## config.mk

```make
export PLATFORM = sky130hd
export DESIGN_NAME = retimer_announce_fwd
export DESIGN_NICKNAME = d
export VERILOG_FILES = /design/src/rtl/retimer_fwd_pkg.sv /design/src/rtl/retimer_fwd_path.sv /design/src/rtl/retimer_fwd_orient.sv /design/src/rtl/retimer_fwd_tally.sv /design/src/rtl/retimer_announce_fwd.sv
export SDC_FILE = /design/constraint.sdc
export NUM_CORES = 1
export LEC_CHECK = 0
export CAP_MARGIN = 0
export CORE_UTILIZATION = 70
export CTS_BUF_LIST = sky130_fd_sc_hd__clkbuf_8
export CTS_CLUSTER_SIZE = 28
export DETAILED_ROUTE_END_ITERATION = 8
export DONT_BUFFER_PORTS = 1
export PLACE_DENSITY_LB_ADDON = 0.1
export SETUP_SLACK_MARGIN = 0.1
export SYNTH_ARGS = -nofsm -noshare
export SYNTH_HDL_FRONTEND = slang
export SYNTH_HIERARCHICAL = 1
export SYNTH_SLANG_ARGS = --single-unit
export TNS_END_PERCENT = 5
```

## constraint.sdc

```tcl
create_clock -name clk -period 5.3 [get_ports clk]
set_clock_uncertainty 0.15 [all_clocks]
set_input_delay 1.06 -clock clk [delete_from_list [all_inputs] [get_ports clk]]
set_output_delay 1.06 -clock clk [all_outputs]
set_load 0.01 [all_outputs]
```

## src/rtl/retimer_fwd_pkg.sv

```systemverilog
package retimer_fwd_pkg;

  localparam int unsigned DIR_A_TO_B = 0;
  localparam int unsigned DIR_B_TO_A = 1;

  // add one, stop at the ceiling
  function automatic int unsigned sat_inc(input int unsigned v, input int unsigned ceil);
    return (v >= ceil) ? ceil : v + 1;
  endfunction

  // upstream hops + downstream hops + this re-timer, stop at the ceiling
  function automatic int unsigned sat_path_total(input int unsigned up, input int unsigned dn,
                                                 input int unsigned ceil);
    int unsigned s;
    s = up + dn + 1;
    return (s >= ceil) ? ceil : s;
  endfunction

endpackage

```

## src/rtl/retimer_fwd_path.sv

```systemverilog
module retimer_fwd_path
  import retimer_fwd_pkg::*;
#(
  parameter int MSG_W    = 8,
  parameter int HOP_LSB  = 2,
  parameter int HOP_W    = 3,
  parameter int ADDR_BIT = 7
) (
  input  logic             clk,
  input  logic             rst_n,
  input  logic             two_lane,
  input  logic             fwd_ok,
  input  logic [MSG_W-1:0] rx_msg,
  input  logic             rx_vld,
  output logic [MSG_W-1:0] tx_msg,
  output logic             tx_vld,
  output logic             held,
  output logic             counted,
  output logic [HOP_W-1:0] raw_hops
);

  localparam int unsigned HOP_MAX = (1 << HOP_W) - 1;

  logic [MSG_W-1:0] held_msg;
  logic [MSG_W-1:0] cap_msg;
  logic [HOP_W-1:0] bumped;
  logic             fire;

  assign raw_hops = rx_msg[HOP_LSB +: HOP_W];
  assign counted  = rx_vld && two_lane && !rx_msg[ADDR_BIT];
  assign bumped   = HOP_W'(sat_inc(32'(raw_hops), HOP_MAX));

  always_comb begin
    cap_msg = rx_msg;
    if (counted) cap_msg[HOP_LSB +: HOP_W] = bumped;
  end

  assign fire = held && fwd_ok;

  always_ff @(posedge clk) begin
    if (!rst_n) begin
      held     <= 1'b0;
      held_msg <= '0;
      tx_vld   <= 1'b0;
      tx_msg   <= '0;
    end else begin
      if (rx_vld) begin
        held     <= 1'b1;
        held_msg <= cap_msg;
      end else if (fire) begin
        held <= 1'b0;
      end
      tx_vld <= fire;
      if (fire) tx_msg <= held_msg;
    end
  end

endmodule

```

## src/rtl/retimer_fwd_orient.sv

```systemverilog
module retimer_fwd_orient (
  input  logic clk,
  input  logic rst_n,
  input  logic a_vld,
  input  logic a_host_flag,
  input  logic b_vld,
  input  logic b_host_flag,
  output logic host_on_b
);

  always_ff @(posedge clk) begin
    if (!rst_n)     host_on_b <= 1'b0;
    else if (a_vld) host_on_b <= !a_host_flag;
    else if (b_vld) host_on_b <= b_host_flag;
  end

endmodule

```

## src/rtl/retimer_fwd_tally.sv

```systemverilog
module retimer_fwd_tally
  import retimer_fwd_pkg::*;
#(
  parameter int HOP_W = 3
) (
  input  logic             clk,
  input  logic             rst_n,
  input  logic             a_cnt,
  input  logic [HOP_W-1:0] a_hops,
  input  logic             b_cnt,
  input  logic [HOP_W-1:0] b_hops,
  output logic [HOP_W-1:0] hop_total
);

  localparam int unsigned HOP_MAX = (1 << HOP_W) - 1;

  logic [HOP_W-1:0] a_last, b_last, a_next, b_next;
  logic             seen;

  assign a_next = a_cnt ? a_hops : a_last;
  assign b_next = b_cnt ? b_hops : b_last;

  always_ff @(posedge clk) begin
    if (!rst_n) begin
      a_last    <= '0;
      b_last    <= '0;
      seen      <= 1'b0;
      hop_total <= '0;
    end else if (a_cnt || b_cnt) begin
      a_last    <= a_next;
      b_last    <= b_next;
      seen      <= 1'b1;
      hop_total <= HOP_W'(sat_path_total(32'(a_next), 32'(b_next), HOP_MAX));
    end else if (!seen) begin
      hop_total <= '0;
    end
  end

endmodule

```

## src/rtl/retimer_announce_fwd.sv

```systemverilog
module retimer_announce_fwd
  import retimer_fwd_pkg::*;
#(
  parameter int MSG_W      = 8,
  parameter int HOP_LSB    = 2,
  parameter int HOP_W      = 3,
  parameter int ORIENT_BIT = 6,
  parameter int ADDR_BIT   = 7
) (
  input  logic             clk,
  input  logic             rst_n,
  input  logic             two_lane,
  input  logic             a_rdy,
  input  logic             b_rdy,
  input  logic [MSG_W-1:0] a_rx_msg,
  input  logic             a_rx_vld,
  input  logic [MSG_W-1:0] b_rx_msg,
  input  logic             b_rx_vld,
  output logic [MSG_W-1:0] a_tx_msg,
  output logic             a_tx_vld,
  output logic [MSG_W-1:0] b_tx_msg,
  output logic             b_tx_vld,
  output logic             host_on_b,
  output logic [HOP_W-1:0] hop_total
);

  logic             fwd_ok;
  logic [MSG_W-1:0] rx_m    [2];
  logic             rx_v    [2];
  logic [MSG_W-1:0] tx_m    [2];
  logic             tx_v    [2];
  logic             held_v  [2];
  logic             cnt_v   [2];
  logic [HOP_W-1:0] hops_v  [2];

  // named events for the checker
  logic a2b_held, b2a_held;

  assign fwd_ok = a_rdy && b_rdy;

  assign rx_m[DIR_A_TO_B] = a_rx_msg;
  assign rx_v[DIR_A_TO_B] = a_rx_vld;
  assign rx_m[DIR_B_TO_A] = b_rx_msg;
  assign rx_v[DIR_B_TO_A] = b_rx_vld;

  for (genvar d = 0; d < 2; d++) begin : g_dir
    retimer_fwd_path #(
      .MSG_W(MSG_W), .HOP_LSB(HOP_LSB), .HOP_W(HOP_W), .ADDR_BIT(ADDR_BIT)
    ) u_path (
      .clk      (clk),
      .rst_n    (rst_n),
      .two_lane (two_lane),
      .fwd_ok   (fwd_ok),
      .rx_msg   (rx_m[d]),
      .rx_vld   (rx_v[d]),
      .tx_msg   (tx_m[d]),
      .tx_vld   (tx_v[d]),
      .held     (held_v[d]),
      .counted  (cnt_v[d]),
      .raw_hops (hops_v[d])
    );
  end

  assign b_tx_msg = tx_m[DIR_A_TO_B];
  assign b_tx_vld = tx_v[DIR_A_TO_B];
  assign a_tx_msg = tx_m[DIR_B_TO_A];
  assign a_tx_vld = tx_v[DIR_B_TO_A];
  assign a2b_held = held_v[DIR_A_TO_B];
  assign b2a_held = held_v[DIR_B_TO_A];

  retimer_fwd_orient u_orient (
    .clk         (clk),
    .rst_n       (rst_n),
    .a_vld       (a_rx_vld),
    .a_host_flag (a_rx_msg[ORIENT_BIT]),
    .b_vld       (b_rx_vld),
    .b_host_flag (b_rx_msg[ORIENT_BIT]),
    .host_on_b   (host_on_b)
  );

  retimer_fwd_tally #(.HOP_W(HOP_W)) u_tally (
    .clk       (clk),
    .rst_n     (rst_n),
    .a_cnt     (cnt_v[DIR_A_TO_B]),
    .a_hops    (hops_v[DIR_A_TO_B]),
    .b_cnt     (cnt_v[DIR_B_TO_A]),
    .b_hops    (hops_v[DIR_B_TO_A]),
    .hop_total (hop_total)
  );

endmodule

```

# After elaboration in Yosys (flattened, before gate mapping)
# Cells that the tools add are included.
[word_totals]
out_inout_bits = 22
inputBits = 23
elab_cells = 50
regBits = 47
[op_classes]
reduce_logical = 14
add_sub_neg = 4
muxes = 15
n_lt_le_gt_ge = 3
eq_ne = 1
[op_table]
columns = ["operator", "n"]
rows = [
  [">= comparator 32 x 3 -> 1 bit, second input constant", 1],
  ["2-to-1 mux 3 bit", 9],
  ["logical AND 1 bit", 7],
  ["adder 3 x 1 -> 3 bit, second input constant", 2],
  [">= comparator 3 bit, second input constant", 2],
  ["2-to-1 mux 1 bit", 6],
  ["nonzero test 2 bit", 3],
  ["adder 4 x 1 -> 5 bit, second input constant", 1],
  ["adder 3 x 3 -> 4 bit", 1],
  ["zero test 1 bit", 3],
  ["inequality test 2 bit, second input constant", 1],
  ["logical OR 1 bit", 1],
]

# Depth between registers and ports, before layout
[logic_depth]
depth_word = 8
mapped_depth = 9
depth_no_buf = 8

# Modules after synthesis
# Netlist, hierarchy kept.
[modules_own_cells]
columns = ["module", "cells_per_inst", "area_per_inst_um2", "n_inst", "seq_area_each_um2"]
rows = [
  ["retimer_fwd_path", 84, 770.7, 2, 360.3],
  ["retimer_fwd_tally", 46, 498.0, 1, 200.2],
  ["retimer_fwd_orient", 4, 45.0, 1, 20.0],
  ["retimer_announce_fwd", 1, 6.3, 1, 0.0],
]

# Worst setup path before layout
# Ideal clock, no wire load.
[synth_timing]
kind = "input to register"
start = "input two_lane"
end = "register u_tally.hop_total[1]"
t_arrival_ns = 2.718
stages = 8
path_buffers = 1
required_time_ns = 5.055
setup_ns = 0.095
path_slack_ns = 2.337
path_cell_list = "nor2b_4 -> and2_2 -> buf_6 -> mux2i_1 -> ha_1 -> fa_1 -> nor3b_1 -> a221oi_1"
[synth_rtl]
columns = ["item", "line_no", "source"]
rows = [
  ["start, declared", "retimer_announce_fwd.sv:12", "input logic two_lane,"],
  ["end signal, assigned", "retimer_fwd_tally.sv:33", "hop_total <= HOP_W'(sat_path_total(32'(a_next), 32'(b_next), HOP_MAX));"],
  ["end, declared", "retimer_fwd_tally.sv:12", "output logic [HOP_W-1:0] hop_total"],
]

==> impl_results.md <==
* Worst path required time at approximately 5.3 ns
* Peak Freq at 343 MHz
* Max-slew headroom at 0.535
* Hold WC Path Type: reg -> reg
* Pre-Repair DR Iteration Count at 4
* Number of global-route vias before repair at 1412
* Clock Tree Root: clkbuf_8
* Initial core utilization at 0.752
* Hold_buf cts at 0
* Min Clock Period, post-route at 2.92 ns
* Port bufs at 0
* DIE AREA at between 3000 and 4000 um2
* Period utilization at 0.550
* Number of nets in the layout at between 200 and 250
* Cells after synthesis at 219
* Via count at 1486
* Clock H-tree levels at 2
* CP Class: in -> reg
* Routed vias/inst at 6.14
* Worst-Margin Slew at 0.698 ns
* Crit path arrival time at 2.93 ns
* Syn Nets at 250
* DP Cell Count at 234
* # IOs at 45
* GP Congestion at approximately 0.83
* Reg clk slew, reported paths at 0.08 ns
* Dpl ws at 2.07 ns
* Max-cap violations at 0
* Clock Latency Late Sink at ~0.30 ns
* FF+latch count, synth at 47
* RSZ-0062 raised after global routing: false
* CTS resizes at 0
* Design Area, Final at 2140 um2
* Setup crit start: two_lane
* Site Rows at 19
* Setup ws final at 2.38 ns
* Cell variety after synth at 34
* Area Growth Syn to Fin at 2.45%
* CTS tree: done
* Yosys warns at 6
* Drt first-iter violations at 67
* Diode count at 0
* CTS max path bufs at 2
* Core area at ~2800 um2
* Pin count of the biggest net entering global routing at 21
* Synthesized area per cell at between 9 and 10 um2
* GR Overflow Total at 0
* Worst-path maximum fanout at 7
* DRT Wirelength at 3680 um
* Post-synthesis sequential area ratio at 0.450
* P_leak at roughly 0.86 nW
* Tot GR Track Use at 0.244
* Startpoint class of the critical path: primary input
* Dpl hpwl at around 2700 um
* CTS Buf Count at 5
* Post-route DRC violation count at 0
* Outcome: completed
* Critical Path Sink Type: flip-flop
* Hold path startpoint: g_dir[0].u_path/held_msg[2]
* Post-CTS setup buffer count at 0
* Number of antenna violations at the first check in global routing at 0
* Final Max Slew Viols at 0
* Die extent in x at 56.7 um
* Die height at 56.7 um
* FF-to-FF Start: u_tally/a_last[1]
* First-pass GRT wire length at around 6100 um
* Final TNS setup at 0 ns
* Peak VDD IR at 0.292 mV
* Antenna Nets Post-Route at 0
* Layout cells sized above 1 at 0.123
* Final setup fails at 0
* DP Area at 2010 um2
* TritonCTS Sinks at 47
* Total power at about 0.00074 W
* Drt wl/cell at 15.2 um
* Finished Layout Cells at around 240
* Netlist Area Pre-Place at 2090 um2
* PD cells at approximately 350 nW/um2
* Final hold vios at 0
cells by family (layout without fill, tap and decap cells):
group | after synthesis | after routing | share of synthesized area
and+or+nand+nor | 77 | 77 | 0.188
DFF | 47 | 47 | 0.450
AOI/OAI and AO/OA | 42 | 42 | 0.142
buffers and inverters | 27 | 19 | 0.0772
muxes | 17 | 17 | 0.0868
adders and majority gates | 8 | 8 | 0.0515
xor gates and xnor gates | 1 | 1 | 0.00419
cells in the mapped netlist:
master | count | area (um2)
mux2_1 | 1 | 11.3
a211oi_1 | 4 | 30.0
dfxtp_1 | 47 | 941
ha_1 | 7 | 87.6
mux2_4 | 2 | 30.0
nor2_1 | 19 | 71.3
inv_1 | 7 | 26.3
a21oi_1 | 18 | 90.1
buf_2 | 6 | 30.0
inv_2 | 4 | 15.0
xnor2_1 | 1 | 8.76
a2bb2oi_1 | 4 | 35.0
and2_2 | 2 | 15.0
or2b_1 | 2 | 15.0
a211oi_2 | 2 | 25.0
o21ai_0 | 1 | 5.00
a311oi_1 | 4 | 35.0
nor3_1 | 2 | 10.0
o211a_1 | 1 | 10.0
fa_1 | 1 | 20.0
buf_4 | 6 | 45.0
nand2_2 | 4 | 25.0
nor2b_1 | 1 | 6.26
nand2_1 | 21 | 78.8
and2_1 | 3 | 18.8
nor2_8 | 1 | 20.0
buf_6 | 4 | 45.0
nor2b_4 | 2 | 27.5
a221oi_1 | 2 | 17.5
o22ai_1 | 4 | 25.0
nor3b_1 | 2 | 15.0
nand3_1 | 18 | 90.1
mux2i_1 | 14 | 140
o22ai_2 | 2 | 25.0
worst paths after layout:
path / slack [ns] / cells after the start / endpoint
worst min-delay path: 0.32 / 2 / g_dir[0].u_path/tx_msg[2]
worst min register to register: 0.32 / 2 / g_dir[0].u_path/tx_msg[2]
worst max register to register: 3.44 / 6 / u_tally/hop_total[0]
worst max-delay path: 2.38 / 8 / u_tally/hop_total[0]
layout make-up:
| class | instances | area, um2 |
|---|---|---|
| sequential | 47 | 941 |
| tap | 31 | 38.8 |
| multi-input combinational | 145 | 988 |
| fill | 210 | 639 |
| inverter | 11 | 41.3 |
| clock buffer | 5 | 68.8 |
| clock inverter | 3 | 63.8 |
through the flow:
stage,utilization,hold slack [ns]
after floorplan,-,0.293
after global placement,0.722,0.299
after detailed placement,0.722,0.311
after CTS,0.770,0.329
after global routing,0.770,0.349
final,0.770,0.323
power by group:
| part | leakage (nW) | switching, W | internal, W | total [W] |
|---|---|---|---|---|
| clock | 0.0695 | 0.000114 | 0.000186 | 0.000301 |
| sequential | 0.384 | 0.0000123 | 0.000368 | 0.000380 |
| combinational | 0.403 | 0.0000316 | 0.0000291 | 0.0000607 |
flip-flops by register name, indices dropped and copies added (netlist names):
name,flops
g_dir.u_path/held_msg,16
g_dir.u_path/tx_msg,16
u_tally/a_last,3
u_tally/b_last,3
u_tally/hop_total,3
g_dir.u_path/held,2
g_dir.u_path/tx_vld,2
u_orient/host_on_b,1
u_tally/seen,1
cells in the final DEF, fill, tap and decap left out, types with 5 or more instances in the layout:
cell type,netlist,routed
nand3_1,18,18
inv_1,7,8
nand2_1,21,21
a21oi_1,18,18
dfxtp_1,47,47
nor2_1,19,19
clkbuf_8,0,5
ha_1,7,7
mux2i_1,14,14
worst max-delay path: stages:
cell and delay, ns:
nor2b_4 0.16, and2_2 0.33, mux2i_1 0.39, inv_1 0.11, ha_1 0.31, nor2b_1 0.13
o21ai_0 0.29, a221oi_1 0.15
layer usage:
metal  track usage  share of wire  up-vias
li1              -              -      733
met1         0.279           0.43      712
met2         0.412           0.49       35
met3        0.0853          0.058        6
met4         0.105          0.015        0
met5             0              0        -
Note: power is estimated with default switching activity, not from simulation.
